<file path="src/rtl/modarith_pkg.sv">
package modarith_pkg;

    typedef enum logic {
        MODE_ADD = 1'b0,
        MODE_SUB = 1'b1
    } op_mode_e;

endpackage

</file>
<file path="src/rtl/mas_word_step.sv">
module mas_word_step
    import modarith_pkg::*;
#(
    parameter int WORD_W = 32
) (
    input  op_mode_e          mode,
    input  logic [WORD_W-1:0] a_in,
    input  logic [WORD_W-1:0] b_in,
    input  logic [WORD_W-1:0] q_in,
    input  logic              pri_cy_in,
    input  logic              alt_cy_in,
    output logic [WORD_W-1:0] pri_out,
    output logic [WORD_W-1:0] alt_out,
    output logic              pri_cy_out,
    output logic              alt_cy_out
);

    logic [WORD_W:0] pri_full;
    logic [WORD_W:0] alt_full;

    // Primary chain: a+b (carry) or a-b (borrow); both show up in bit WORD_W.
    always_comb begin
        if (mode == MODE_ADD) begin
            pri_full = {1'b0, a_in} + {1'b0, b_in} + {{WORD_W{1'b0}}, pri_cy_in};
        end else begin
            pri_full = {1'b0, a_in} - {1'b0, b_in} - {{WORD_W{1'b0}}, pri_cy_in};
        end
    end

    // Correction chain on the primary word: minus q (borrow) or plus q (carry).
    always_comb begin
        if (mode == MODE_ADD) begin
            alt_full = {1'b0, pri_full[WORD_W-1:0]} - {1'b0, q_in} - {{WORD_W{1'b0}}, alt_cy_in};
        end else begin
            alt_full = {1'b0, pri_full[WORD_W-1:0]} + {1'b0, q_in} + {{WORD_W{1'b0}}, alt_cy_in};
        end
    end

    assign pri_out    = pri_full[WORD_W-1:0];
    assign alt_out    = alt_full[WORD_W-1:0];
    assign pri_cy_out = pri_full[WORD_W];
    assign alt_cy_out = alt_full[WORD_W];

endmodule

</file>
<file path="src/rtl/mas_final_select.sv">
module mas_final_select
    import modarith_pkg::*;
(
    input  op_mode_e mode,
    input  logic     pri_flag,
    input  logic     alt_flag,
    output logic     take_alt
);

    // Add: pri_flag = carry of a+b, alt_flag = borrow of minus q.
    //      Keep the plain sum only when it is below q (borrow without carry).
    // Sub: pri_flag = borrow of a-b; a negative difference takes the +q word.
    always_comb begin
        if (mode == MODE_ADD) begin
            take_alt = !(alt_flag && !pri_flag);
        end else begin
            take_alt = pri_flag;
        end
    end

endmodule

</file>
<file path="src/rtl/mas_cand_store.sv">
module mas_cand_store #(
    parameter int WORD_W    = 32,
    parameter int NUM_WORDS = 8,
    localparam int IDX_W    = (NUM_WORDS > 1) ? $clog2(NUM_WORDS) : 1
) (
    input  logic              clk,
    input  logic              rst_n,
    input  logic              wr_en,
    input  logic [IDX_W-1:0]  wr_idx,
    input  logic [WORD_W-1:0] pri_in,
    input  logic [WORD_W-1:0] alt_in,
    input  logic [IDX_W-1:0]  rd_idx,
    input  logic              use_alt,
    output logic [WORD_W-1:0] rd_word
);

    logic [WORD_W-1:0] pri_mem [NUM_WORDS];
    logic [WORD_W-1:0] alt_mem [NUM_WORDS];

    for (genvar g = 0; g < NUM_WORDS; g++) begin : g_slot
        always_ff @(posedge clk or negedge rst_n) begin
            if (!rst_n) begin
                pri_mem[g] <= '0;
                alt_mem[g] <= '0;
            end else if (wr_en && (int'(wr_idx) == g)) begin
                pri_mem[g] <= pri_in;
                alt_mem[g] <= alt_in;
            end
        end
    end

    always_comb begin
        rd_word = '0;
        if (int'(rd_idx) < NUM_WORDS) begin
            rd_word = use_alt ? alt_mem[rd_idx] : pri_mem[rd_idx];
        end
    end

endmodule

</file>
<file path="src/rtl/mod_addsub_serial.sv">
module mod_addsub_serial
    import modarith_pkg::*;
#(
    parameter int WORD_W    = 32,
    parameter int NUM_WORDS = 8,
    localparam int IDX_W    = (NUM_WORDS > 1) ? $clog2(NUM_WORDS) : 1
) (
    input  logic              clk,
    input  logic              rst_n,
    input  logic              start,
    input  logic              sub_mode,
    output logic [IDX_W-1:0]  op_idx,
    input  logic [WORD_W-1:0] a_word,
    input  logic [WORD_W-1:0] b_word,
    input  logic [WORD_W-1:0] q_word,
    input  logic [IDX_W-1:0]  rd_idx,
    output logic [WORD_W-1:0] rd_word,
    output logic              done
);

    localparam logic [IDX_W-1:0] LAST_IDX = IDX_W'(NUM_WORDS - 1);

    typedef struct packed {
        logic             busy;
        logic [IDX_W-1:0] idx;
        logic             pri_cy;
        logic             alt_cy;
        op_mode_e         mode;
        logic             use_alt;
        logic             done;
    } ctl_t;

    ctl_t ctl_d, ctl_q;

    logic [WORD_W-1:0] step_pri;
    logic [WORD_W-1:0] step_alt;
    logic              step_pri_cy;
    logic              step_alt_cy;
    logic              final_alt;
    logic              busy_w;

    mas_word_step #(.WORD_W(WORD_W)) u_step (
        .mode       (ctl_q.mode),
        .a_in       (a_word),
        .b_in       (b_word),
        .q_in       (q_word),
        .pri_cy_in  (ctl_q.pri_cy),
        .alt_cy_in  (ctl_q.alt_cy),
        .pri_out    (step_pri),
        .alt_out    (step_alt),
        .pri_cy_out (step_pri_cy),
        .alt_cy_out (step_alt_cy)
    );

    mas_final_select u_sel (
        .mode     (ctl_q.mode),
        .pri_flag (step_pri_cy),
        .alt_flag (step_alt_cy),
        .take_alt (final_alt)
    );

    mas_cand_store #(.WORD_W(WORD_W), .NUM_WORDS(NUM_WORDS)) u_store (
        .clk     (clk),
        .rst_n   (rst_n),
        .wr_en   (ctl_q.busy),
        .wr_idx  (ctl_q.idx),
        .pri_in  (step_pri),
        .alt_in  (step_alt),
        .rd_idx  (rd_idx),
        .use_alt (ctl_q.use_alt),
        .rd_word (rd_word)
    );

    always_comb begin
        ctl_d      = ctl_q;
        ctl_d.done = 1'b0;
        if (!ctl_q.busy) begin
            if (start) begin
                ctl_d.busy   = 1'b1;
                ctl_d.idx    = '0;
                ctl_d.pri_cy = 1'b0;
                ctl_d.alt_cy = 1'b0;
                ctl_d.mode   = sub_mode ? MODE_SUB : MODE_ADD;
            end
        end else begin
            ctl_d.pri_cy = step_pri_cy;
            ctl_d.alt_cy = step_alt_cy;
            if (ctl_q.idx == LAST_IDX) begin
                ctl_d.busy    = 1'b0;
                ctl_d.idx     = '0;
                ctl_d.done    = 1'b1;
                ctl_d.use_alt = final_alt;
            end else begin
                ctl_d.idx = ctl_q.idx + IDX_W'(1);
            end
        end
    end

    always_ff @(posedge clk or negedge rst_n) begin
        if (!rst_n) begin
            ctl_q <= '{busy: 1'b0, idx: '0, pri_cy: 1'b0, alt_cy: 1'b0,
                       mode: MODE_ADD, use_alt: 1'b0, done: 1'b0};
        end else begin
            ctl_q <= ctl_d;
        end
    end

    assign op_idx = ctl_q.idx;
    assign done   = ctl_q.done;
    assign busy_w = ctl_q.busy;

endmodule

</file>
<file path="config.mk">
export PLATFORM = sky130hd
export DESIGN_NAME = mod_addsub_serial
export DESIGN_NICKNAME = d
export VERILOG_FILES = /design/src/rtl/modarith_pkg.sv /design/src/rtl/mas_word_step.sv /design/src/rtl/mas_final_select.sv /design/src/rtl/mas_cand_store.sv /design/src/rtl/mod_addsub_serial.sv
export SDC_FILE = /design/constraint.sdc
export NUM_CORES = 1
export LEC_CHECK = 0
export ABC_CLOCK_PERIOD_IN_PS = 15110
export BUFFER_PORTS_ARGS = -buffer_cell sky130_fd_sc_hd__buf_2
export CORE_MARGIN = 2
export CORE_UTILIZATION = 50
export CTS_CLUSTER_SIZE = 14
export DETAILED_ROUTE_END_ITERATION = 12
export PLACE_DENSITY = 0.64
export SLEW_MARGIN = 10
export SYNTH_ARGS = -nofsm -noshare
export SYNTH_HDL_FRONTEND = slang
export SYNTH_SLANG_ARGS = --single-unit
</file>
<file path="constraint.sdc">
create_clock -name clk -period 15.11 [get_ports clk]
set_input_delay 0.7555 -clock clk [delete_from_list [all_inputs] [get_ports clk]]
set_output_delay 0.7555 -clock clk [all_outputs]
set_load 0.01 [all_outputs]
</file>
* Word-level counts from Yosys, hierarchy flattened
Cells that the tools add are included.
** Storage, ports and cells
- Flip-flop bits (word level) :: 521
- Latch bits :: 0
- RAM bits :: 0
- Memory bits (read-only) :: 0
- Bits of input ports :: 103
- Memories kept :: 0
** Operators by class
- $add $sub $neg :: 9
- Multiply operators :: 0
- Divide/modulo/power cells :: 0
- Order comparisons :: 1
- Equality and inequality tests :: 8
- Shift-type cells :: 0
- Mux-type cells :: 17
- Bitwise gates (word level) :: 2
- Reductions and logical operators :: 15
** Operators by type and width (number)
- binary-select mux 32 bit (select 3 bit) :: 2
- two-way mux 32 bit :: 5
- adder 32 x 32 -> 33 bit :: 2
- adder 33 x 1 -> 33 bit :: 2
- two-way mux 33 bit :: 2
- subtractor 32 x 32 -> 33 bit :: 2
- subtractor 33 x 1 -> 33 bit :: 2
- equality test 3 bit (second input constant) :: 5
- logical AND 1 bit :: 9
- two-way mux 7 bit :: 1
- equality test 3 x 2 -> 1 bit (second input constant) :: 2
- two-way mux 6 bit :: 1
- two-way mux 1 bit :: 5
- greater-or-equal comparator 4 bit (second input constant) :: 1
- inverter 3 -> 4 bit :: 1
- AND reduction 2 bit :: 2
- adder 3 x 1 -> 3 bit (second input constant) :: 1
- equality test 3 x 1 -> 1 bit (second input constant) :: 1
- zero test 3 bit :: 1
- two-way mux 3 bit :: 1
- zero test 1 bit :: 2
- nonzero test 2 bit :: 1
- inverter 1 bit :: 1

* Depth between registers and ports, before layout
Gate-level depths: netlist of the first run.
- Word-level depth :: 9
- Gate-level depth with buffers :: 27

* Hierarchy
A second synthesis of the first run with hierarchy kept.
** Second synthesis, totals
- Cells, all modules :: 2599
- Area total of the unflattened synthesis :: 31634.1 sq um
** By module, submodules not included
- mas_cand_store :: times used 1, cells each 1360, area each 22734.3 sq um
- mas_word_step :: times used 1, cells each 1210, area each 8503.2 sq um
- mod_addsub_serial :: times used 1, cells each 28, area each 389.1 sq um
- mas_final_select :: times used 1, cells each 1, area each 7.5 sq um

* Least setup slack after synthesis of the first run
No wires, ideal clock.
- Path type :: input-to-reg
- Start :: input port a_word[4]
- End :: register u_store.alt_mem[125] (netlist bit)
- Library setup time :: 0.140 ns
- Data arrival time :: 5.598 ns
- Data required time :: 14.970 ns
- Path slack :: 9.372 ns
- Stages :: 26
- Buffers on the path :: 0
- Path through :: inv_1 ha_1 inv_2 ha_1 and2_1 a221oi_2 o221a_2 nor2b_1 o21a_1 o22a_1 a21oi_1 xnor2_1 a21oi_2 inv_1 ha_1 ha_1 nand4_1 nor3_1 and3_1 a21o_1 nand2_1 o21ai_0 a31oi_1 xnor2_1 mux2i_1 o21ai_0
** Between the ends
- Word-level cells in the longest chain between the ends :: 6
- Elaborated cells on any way between the ends :: 10
- Those cells by class :: 8 x add/sub; 2 x mux
** Ends and longest elaborated chain
- start, declared :: line mod_addsub_serial.sv:13 : input logic [WORD_W-1:0] a_word,
- adder 32 x 32 -> 33 bit or subtractor 32 x 32 -> 33 bit (tied branches) :: line mas_word_step.sv:24, mas_word_step.sv:26
- adder 33 x 1 -> 33 bit or subtractor 33 x 1 -> 33 bit (tied branches) :: line mas_word_step.sv:24, mas_word_step.sv:26
- two-way mux 33 bit (*) :: line mas_word_step.sv:23 : if (mode == MODE_ADD) begin
- named net step_pri[13] :: line mod_addsub_serial.sv:35 : logic [WORD_W-1:0] step_pri;
- subtractor 32 x 32 -> 33 bit or adder 32 x 32 -> 33 bit (tied branches) :: line mas_word_step.sv:33, mas_word_step.sv:35
- subtractor 33 x 1 -> 33 bit or adder 33 x 1 -> 33 bit (tied branches) :: line mas_word_step.sv:33, mas_word_step.sv:35
- two-way mux 33 bit (*) :: line mas_word_step.sv:32 : if (mode == MODE_ADD) begin
- end signal, assigned by index :: line mas_cand_store.sv:27 : alt_mem[g] <= alt_in;
- end, declared :: line mas_cand_store.sv:18 : logic [WORD_W-1:0] alt_mem [NUM_WORDS];
The timed path passes the listed nets; every way through them passes the cells marked *.
A chain may end at the register's enable or synchronous reset.

* Worst setup path after layout of the first run
- Start :: register ctl_q[4] (netlist bit)
- End :: register u_store.alt_mem[92] (netlist bit)
** Between the ends
- Word-level cells in the longest chain between the ends :: 5
- Elaborated cells on any way between the ends :: 8
- Those cells by class :: 6 x add/sub; 2 x mux
** Ends and longest elaborated chain
- start, declared :: line mod_addsub_serial.sv:33 : ctl_t ctl_d, ctl_q;
- start signal, assigned :: line mod_addsub_serial.sv:101 : ctl_q <= '{busy: 1'b0, idx: '0, pri_cy: 1'b0, alt_cy: 1'b0,
- start signal, assigned :: line mod_addsub_serial.sv:104 : ctl_q <= ctl_d;
- adder 33 x 1 -> 33 bit or subtractor 33 x 1 -> 33 bit (tied branches) :: line mas_word_step.sv:24, mas_word_step.sv:26
- two-way mux 33 bit (*) :: line mas_word_step.sv:23
- named net step_pri[9] :: line mod_addsub_serial.sv:35
- subtractor 32 x 32 -> 33 bit or adder 32 x 32 -> 33 bit (tied branches) :: line mas_word_step.sv:33, mas_word_step.sv:35
- subtractor 33 x 1 -> 33 bit or adder 33 x 1 -> 33 bit (tied branches) :: line mas_word_step.sv:33, mas_word_step.sv:35
- two-way mux 33 bit (*) :: line mas_word_step.sv:32
Marked as above.

==> flow_summary.rst, run 1 <==
.. list-table::
   :header-rows: 1

   * - Metric
     - Value
   * - Crit Path Class
     - reg2reg
   * - Initial core utilization
     - 50.74%
   * - Clock tree from TritonCTS
     - built
   * - Reg-to-reg startpoint
     - ctl_q[4]
   * - Top post-synthesis cells by count
     - sky130_fd_sc_hd__nand2_1, sky130_fd_sc_hd__o21ai_0, sky130_fd_sc_hd__dfrtp_1
   * - Leakage power
     - 15.60 nW
   * - Count of unresolved DRC violations after routing
     - 0
   * - Crit share post-route
     - 44.90%
   * - Seq/Total Area, Yosys
     - 42.49%
   * - Share of flip-flops with an asynchronous set or reset
     - 100.0%
   * - Number of iterations in the first detailed-routing pass
     - 7
   * - Total overflow reported by the global router
     - 0
   * - Total of cells resized after clock tree synthesis
     - 0
   * - Count of antenna-violating nets left after detailed routing
     - 0
   * - Drt first-iter violations
     - 1790
   * - Clock slew at the register clock pins of the worst setup and hold paths
     - 0.06 ns
   * - Type of element launching the critical path
     - flip-flop
   * - Non-filler cells in the finished layout
     - 4038
   * - Run status
     - complete, no violations
   * - Cells along the critical path
     - inv_1 -> fa_1 -> ha_1 -> and4_1 -> a221oi_2 -> o221a_2 -> nor2b_1 -> nor3_1 -> a21oi_1 -> inv_1 -> ha_1 -> nand3_1 -> or4b_1 -> a21o_1 -> a21oi_1 -> o32ai_2 -> nor3_1 -> nor2_1 -> xnor2_1 -> mux2i_1 -> o21ai_0
   * - Number of ports placed on the die boundary
     - 139
   * - Setup slack after layout
     - 8.326 ns
   * - Capturing point of the worst reg2reg path
     - u_store.alt_mem[92]
   * - Peak supply drop
     - 0.1052 mV
   * - Wire length reported by the detailed router
     - 86040 µm
   * - Cell family contributing the most delay on the critical path
     - compound AO/OA/AOI/OAI gates
   * - Initial antenna violation count
     - 5
   * - Insertion delay of the later-clocked pin in the worst-skew pair
     - 0.62 ns
   * - Layout overhead on the synthesized area
     - 10.22%
   * - Measured slew at the worst slew-check pin
     - 1.305 ns
   * - Required arrival time at the worst endpoint
     - 15.55 ns
   * - Via count of the first global-routing pass
     - 24210
   * - Area of the core
     - 60470 µm²
   * - Layout cell share with drive strength beyond 1
     - 14.32%
   * - Die ar.
     - 63370 µm²
   * - Hold/Removal Path Class
     - in2async
   * - Core Util, Final
     - 55.93%
   * - RSZ-0062 raised after global routing
     - false
   * - Highest fanout seen on the critical path
     - 10
   * - Largest stage delay on the critical path
     - 0.83 ns
   * - Cell types occupying the most area after synthesis
     - sky130_fd_sc_hd__dfrtp_1, sky130_fd_sc_hd__mux4_2, sky130_fd_sc_hd__o21ai_0
   * - Nets
     - 3511
   * - Min Clock Period, post-route
     - 6.784 ns
   * - PD cells
     - 236.4 nW/µm²
   * - Post-placement setup slack
     - 7.790 ns
   * - Cell count after placement
     - 3938
   * - Number of enable-type register cells in the synthesized netlist
     - 0
   * - Number of synthesis warnings
     - 0
   * - Die outline height
     - 251.7 µm
   * - Overall fraction of global-route tracks in use
     - 27.43%
   * - Post-DP HPWL
     - 58830 µm
   * - Rel. slew slack
     - 12.40%
   * - Netlist area before placement
     - 30690 µm²
   * - Via count
     - 24020
   * - Power consumption
     - 7.997 mW
   * - Cell with the most instances after synthesis
     - sky130_fd_sc_hd__nand2_1
   * - Cts bufs inserted
     - 52
   * - CP Launch Point
     - ctl_q[4]
   * - Data arrival at the endpoint of the critical path
     - 7.22 ns
   * - Post-Synthesis Net Count
     - 3474
   * - Cell count after synthesis
     - 3173
   * - Max-Cap Viols
     - 0
   * - Root buffer cell
     - sky130_fd_sc_hd__clkbuf_16
   * - Final-layout setup total negative slack
     - 0 ns
   * - Vias per std cell
     - 5.947
   * - Flip-flop and latch count after synthesis
     - 521
   * - Yosys top cell area share
     - 42.49%
   * - Post-CTS setup repair buffer count
     - 0
   * - Buf/Inv on CP
     - 2
   * - Worst clock skew
     - 0.03309 ns
   * - Critical path's slowest cell
     - sky130_fd_sc_hd__a21oi_1
   * - Maximum number of buffers from clock root to sink
     - 3
   * - Final-report max-slew violation count
     - 0
   * - RePlAce Congestion
     - 0.9572
   * - Leading area contributor after synthesis
     - sky130_fd_sc_hd__dfrtp_1
   * - Horiz. Die Dim
     - 251.7 µm
   * - Hold-fix buffer count after cts
     - 0
   * - Number of failing hold endpoints at the final stage
     - 0
   * - Critical path destination
     - u_store.alt_mem[92]
   * - Max Freq
     - 147.4 MHz
   * - Global-route wire length before repair
     - 136000 µm
   * - Total number of cells along the worst setup path
     - 21
   * - Largest net degree at the start of global routing
     - 169
   * - Number of unique standard cell types used by synthesis
     - 86
   * - Final routed wire length divided by cell count
     - 21.31 µm
   * - Count of endpoints failing setup in the final report
     - 0
   * - Number of H-tree levels
     - 2
   * - Standard-cell row count
     - 90
   * - Avg Synthesized Cell Area
     - 9.671 µm²
   * - Main synth FF type
     - sky130_fd_sc_hd__dfrtp_1
   * - Cell depth of the worst flop-to-flop path
     - 21
   * - Worst setup slack for register-to-register paths
     - 8.33 ns
   * - Kind of end point of the critical path
     - flip-flop
   * - Port-buffer cells
     - 138
   * - Clock sink count
     - 521
## how the worst min path moves through the flow
stage,cells after the start,startpoint,slack [ns],to
after CTS,1,rst_n,0.17,u_store.pri_mem[194]
after global placement,2,u_store.pri_mem[152],0.46,u_store.pri_mem[152]
after global routing,1,rst_n,0.19,u_store.pri_mem[194]
after detailed placement,2,u_store.pri_mem[62],0.46,u_store.pri_mem[62]
final,1,rst_n,0.14,u_store.pri_mem[194]
after floorplan,2,u_store.pri_mem[177],0.44,u_store.pri_mem[177]
## area by class of cell
class | count | area (µm²)
Fill cell | 5318 | 26650
Multi-Input combinational cell | 2283 | 16330
Sequential cell | 521 | 13040
Clock buffer | 70 | 1511
Tap cell | 782 | 978.4
Timing Repair Buffer | 160 | 889.6
Inverter | 192 | 720.7
Clock inverter | 28 | 339.1
Antenna cell | 2 | 5.005
## logic make-up (layout without fill, tap and decap cells)
group                    after synthesis  in the layout  synth area share [%]
XOR/XNOR                             101            101                 2.883
multiplexers                         173            173                 12.27
other                                  0              2                     0
adder cells (fa/ha/maj)              198            198                 8.269
AO/OA/AOI/OAI                        953            953                 17.90
AND/OR/NAND/NOR                      858            858                 11.65
flip-flops                           521            521                 42.49
buffers and inverters                369            450                 4.554
## through the flow
step           cell area, µm²  hold slack [ns]
2_1_floorplan           30690           0.4432
3_3_place_gp            31970           0.4558
5_1_grt                 33820           0.1931
6_report                33820           0.1408
3_5_place_dp            31970           0.4620
4_1_cts                 33820           0.1653
## placed cells by master (no fill, tap or decap), drive strengths merged, types with 23 or more instances in the layout
master and instances:
o21ai 582, nand2 571, dfrtp 521, inv 191, ha 190, a21oi 162
mux4 160, buf 159, nor2 128, clkbuf 71, xnor2 66, a21o 48
xor2 35, nor3 29, nand3 25, o21bai 23
## report_power, final
part           leakage, nW  switching [mW]  internal, mW
combinational         8.36            2.60          1.51
clock                0.922           0.563         0.823
sequential            6.31           0.388          2.11
total                 15.6            3.55          4.44
## routing by layer
metal  share of wire (%)  track usage (%)  wire (µm)
met5               0.027                0         23
met4                 2.2            6.752       1876
met3                 5.3            3.033       4553
met2                  48            45.88      41420
met1                  44            38.49      38170
## flip-flops by register name, indices dropped and copies added (netlist names)
| register | count |
|---|---|
| u_store.alt_mem | 256 |
| u_store.pri_mem | 256 |
| ctl_q | 4 |
| op_idx | 3 |
| busy_w | 1 |
| done | 1 |
(Power assumes the default switching activity.)
==> run 2, diff against run 1 <==
--- a/config.mk
+++ b/config.mk
@@ -5,7 +5,7 @@
 export SDC_FILE = /design/constraint.sdc
 export NUM_CORES = 1
 export LEC_CHECK = 0
-export ABC_CLOCK_PERIOD_IN_PS = 15110
+export ABC_CLOCK_PERIOD_IN_PS = 6600
 export BUFFER_PORTS_ARGS = -buffer_cell sky130_fd_sc_hd__buf_2
 export CORE_MARGIN = 2
 export CORE_UTILIZATION = 50
==> constraint.sdc (replaced) <==
create_clock -name clk -period 6.6 [get_ports clk]
set_input_delay 0.33 -clock clk [delete_from_list [all_inputs] [get_ports clk]]
set_output_delay 0.33 -clock clk [all_outputs]
set_load 0.01 [all_outputs]
==> flow_summary.rst, run 2 (synthesis results as in run 1) <==
.. list-table::
   :header-rows: 1

   * - Metric
     - Value
   * - Final-layout setup total negative slack
     - 0 ns
   * - Hold/Removal Path Class
     - in2reg
   * - Run status
     - complete, no violations
   * - Worst clock skew
     - 0.02473 ns
   * - Cell depth of the worst flop-to-flop path
     - 23
   * - Area of the core
     - 60470 µm²
   * - Number of iterations in the first detailed-routing pass
     - 6
   * - Data arrival at the endpoint of the critical path
     - 6.63 ns
   * - Initial core utilization
     - 50.74%
   * - Min Clock Period, post-route
     - 6.188 ns
   * - PD cells
     - 544.4 nW/µm²
   * - Peak supply drop
     - 0.2085 mV
   * - Layout overhead on the synthesized area
     - 11.48%
   * - Cells along the critical path
     - inv_1 -> fa_1 -> ha_1 -> and4_1 -> a221oi_2 -> o221a_2 -> buf_4 -> nor2b_1 -> o21a_1 -> o22a_1 -> a211oi_1 -> xnor2_1 -> nand2_2 -> o21ai_0 -> ha_1 -> a21o_1 -> a211o_1 -> o32ai_2 -> nor3_1 -> o41ai_2 -> xnor2_1 -> o21ai_2 -> o21ai_0
   * - Critical path's slowest cell
     - sky130_fd_sc_hd__o32ai_2
   * - Crit share post-route
     - 93.76%
   * - Count of unresolved DRC violations after routing
     - 0
   * - Number of ports placed on the die boundary
     - 139
   * - Insertion delay of the later-clocked pin in the worst-skew pair
     - 0.61 ns
   * - Clock power share
     - 16.7%
   * - Worst hold slack
     - 0.1300 ns
   * - Internal cell power
     - 10.44 mW
   * - Rel. slew slack
     - 17.21%
   * - Clock slew at the register clock pins of the worst setup and hold paths
     - 0.06 ns
   * - Global-route wire length before repair
     - 134200 µm
   * - Die ar.
     - 63370 µm²
   * - Cts bufs inserted
     - 53
   * - Reported net switching power
     - 8.185 mW
   * - Final routed wire length divided by cell count
     - 20.54 µm
   * - Capturing point of the worst reg2reg path
     - u_store.alt_mem[158]
   * - Required arrival time at the worst endpoint
     - 7.04 ns
   * - Switching Fraction
     - 43.95%
   * - Wire length reported by the detailed router
     - 83930 µm
   * - Measured slew at the worst slew-check pin
     - 1.242 ns
   * - Logic pwr share
     - 52.6%
   * - Number of H-tree levels
     - 2
   * - Die outline height
     - 251.7 µm
   * - Total overflow reported by the global router
     - 0
   * - Buf/Inv on CP
     - 2
   * - Clock tree from TritonCTS
     - built
   * - Maximum number of buffers from clock root to sink
     - 3
   * - Count of endpoints failing setup in the final report
     - 0
   * - Reg-to-reg startpoint
     - ctl_q[4]
   * - Nets
     - 3560
   * - Worst setup slack for register-to-register paths
     - 0.41 ns
   * - Worst Min Path Start
     - start
   * - Sequential group share of total power
     - 30.6%
   * - Standard-cell row count
     - 90
   * - Crit Path Class
     - reg2reg
   * - Largest stage delay on the critical path
     - 0.48 ns
   * - Post-DP HPWL
     - 57730 µm
   * - Largest registers
     - u_store.alt_mem: 256 flops, u_store.pri_mem: 256 flops, ctl_q: 4 flops
   * - Number of failing hold endpoints at the final stage
     - 0
   * - Highest fanout seen on the critical path
     - 10
   * - Layout cell share with drive strength beyond 1
     - 15.62%
   * - Initial antenna violation count
     - 6
   * - Port-buffer cells
     - 138
   * - Overall fraction of global-route tracks in use
     - 26.94%
   * - Largest net degree at the start of global routing
     - 179
   * - Via count of the first global-routing pass
     - 24290
   * - Final-report max-slew violation count
     - 0
   * - Hold Crit Depth
     - 2
   * - Kind of end point of the critical path
     - flip-flop
   * - Terminating pin of the worst hold path
     - op_idx[1]
   * - Most common cell after layout, fill and taps aside
     - sky130_fd_sc_hd__nand2_1
   * - Count of antenna-violating nets left after detailed routing
     - 0
   * - Cell count after placement
     - 3982
   * - Horiz. Die Dim
     - 251.7 µm
   * - Leakage power
     - 15.82 nW
   * - RePlAce Congestion
     - 0.9560
   * - Cell family contributing the most delay on the critical path
     - compound AO/OA/AOI/OAI gates
   * - Clock sink count
     - 521
   * - Max-Cap Viols
     - 0
   * - RSZ-0062 raised after global routing
     - false
   * - Root buffer cell
     - sky130_fd_sc_hd__clkbuf_16
   * - Max Freq
     - 161.6 MHz
   * - Via count
     - 24040
   * - Drt first-iter violations
     - 1848
   * - Most frequent cells in the layout
     - sky130_fd_sc_hd__nand2_1, sky130_fd_sc_hd__o21ai_0, sky130_fd_sc_hd__dfrtp_1
   * - Non-filler cells in the finished layout
     - 4087
   * - Vias per std cell
     - 5.881
   * - Type of element launching the critical path
     - flip-flop
==> run 2: routing by layer <==
| layer | track usage, % | wire, µm | vias up |
|---|---|---|---|
| met4 | 6.939 | 1911 | 8 |
| li1 | - | - | 11320 |
| met1 | 36.83 | 36600 | 11870 |
| met5 | 0 | 44 | - |
| met3 | 3.415 | 4790 | 133 |
| met2 | 45.75 | 40590 | 710 |
==> run 2: layout make-up <==
class | instances | area [µm²]
Inverter | 192 | 720.7
Clock buffer | 76 | 1544
Sequential cell | 521 | 13040
Tap cell | 782 | 978.4
Clock inverter | 23 | 279.0
Timing Repair Buffer | 208 | 1267
Antenna cell | 2 | 5.005
Fill cell | 5239 | 26260
Multi-Input combinational cell | 2283 | 16370
==> run 2: per-stage QoR <==
stage / setup slack [ns] / area [µm²] / util [%] / total power [mW]
after global placement: 0.09467 / 32310 / 53.43 / 15.11
after detailed placement: 0.01557 / 32310 / 53.43 / 15.45
after global routing: 0.009220 / 34210 / 56.57 / 20.07
after CTS: 0.1930 / 34150 / 56.48 / 18.61
after floorplan: 1.288 / 30690 / - / 12.07
final: 0.4121 / 34210 / 56.57 / 18.62
==> run 2: power by group through the flow <==
stage                     Combinational [mW]  Sequential (mW)  Clock [mW]
after floorplan                         6.68             5.40           0
after global placement                  9.50             5.62           0
after detailed placement                9.71             5.74           0
after CTS                               9.75             5.69        3.17
after global routing                    10.9             5.88        3.30
final                                   9.80             5.71        3.12
==> run 2: how the worst max path moves through the flow <==
stage	depth (start not counted)	to	startpoint	slack [ns]
2_1_floorplan	26	u_store.alt_mem[125]	a_word[4]	1.29
4_1_cts	24	u_store.alt_mem[158]	ctl_q[4]	0.19
6_report	23	u_store.alt_mem[158]	ctl_q[4]	0.41
3_3_place_gp	28	u_store.alt_mem[156]	a_word[4]	0.09
3_5_place_dp	28	u_store.alt_mem[156]	a_word[14]	0.02
5_1_grt	27	u_store.alt_mem[93]	ctl_q[4]	0.009
==> run 2: repair_timing <==
action / 4_1_cts / 5_1_grt
endpoints found under the hold margin: 115 / 0
hold buffers: 2 / 0
resized for setup: 0 / 8
setup endpoints to repair: 0 / 54
buffers inserted: 0 / 2
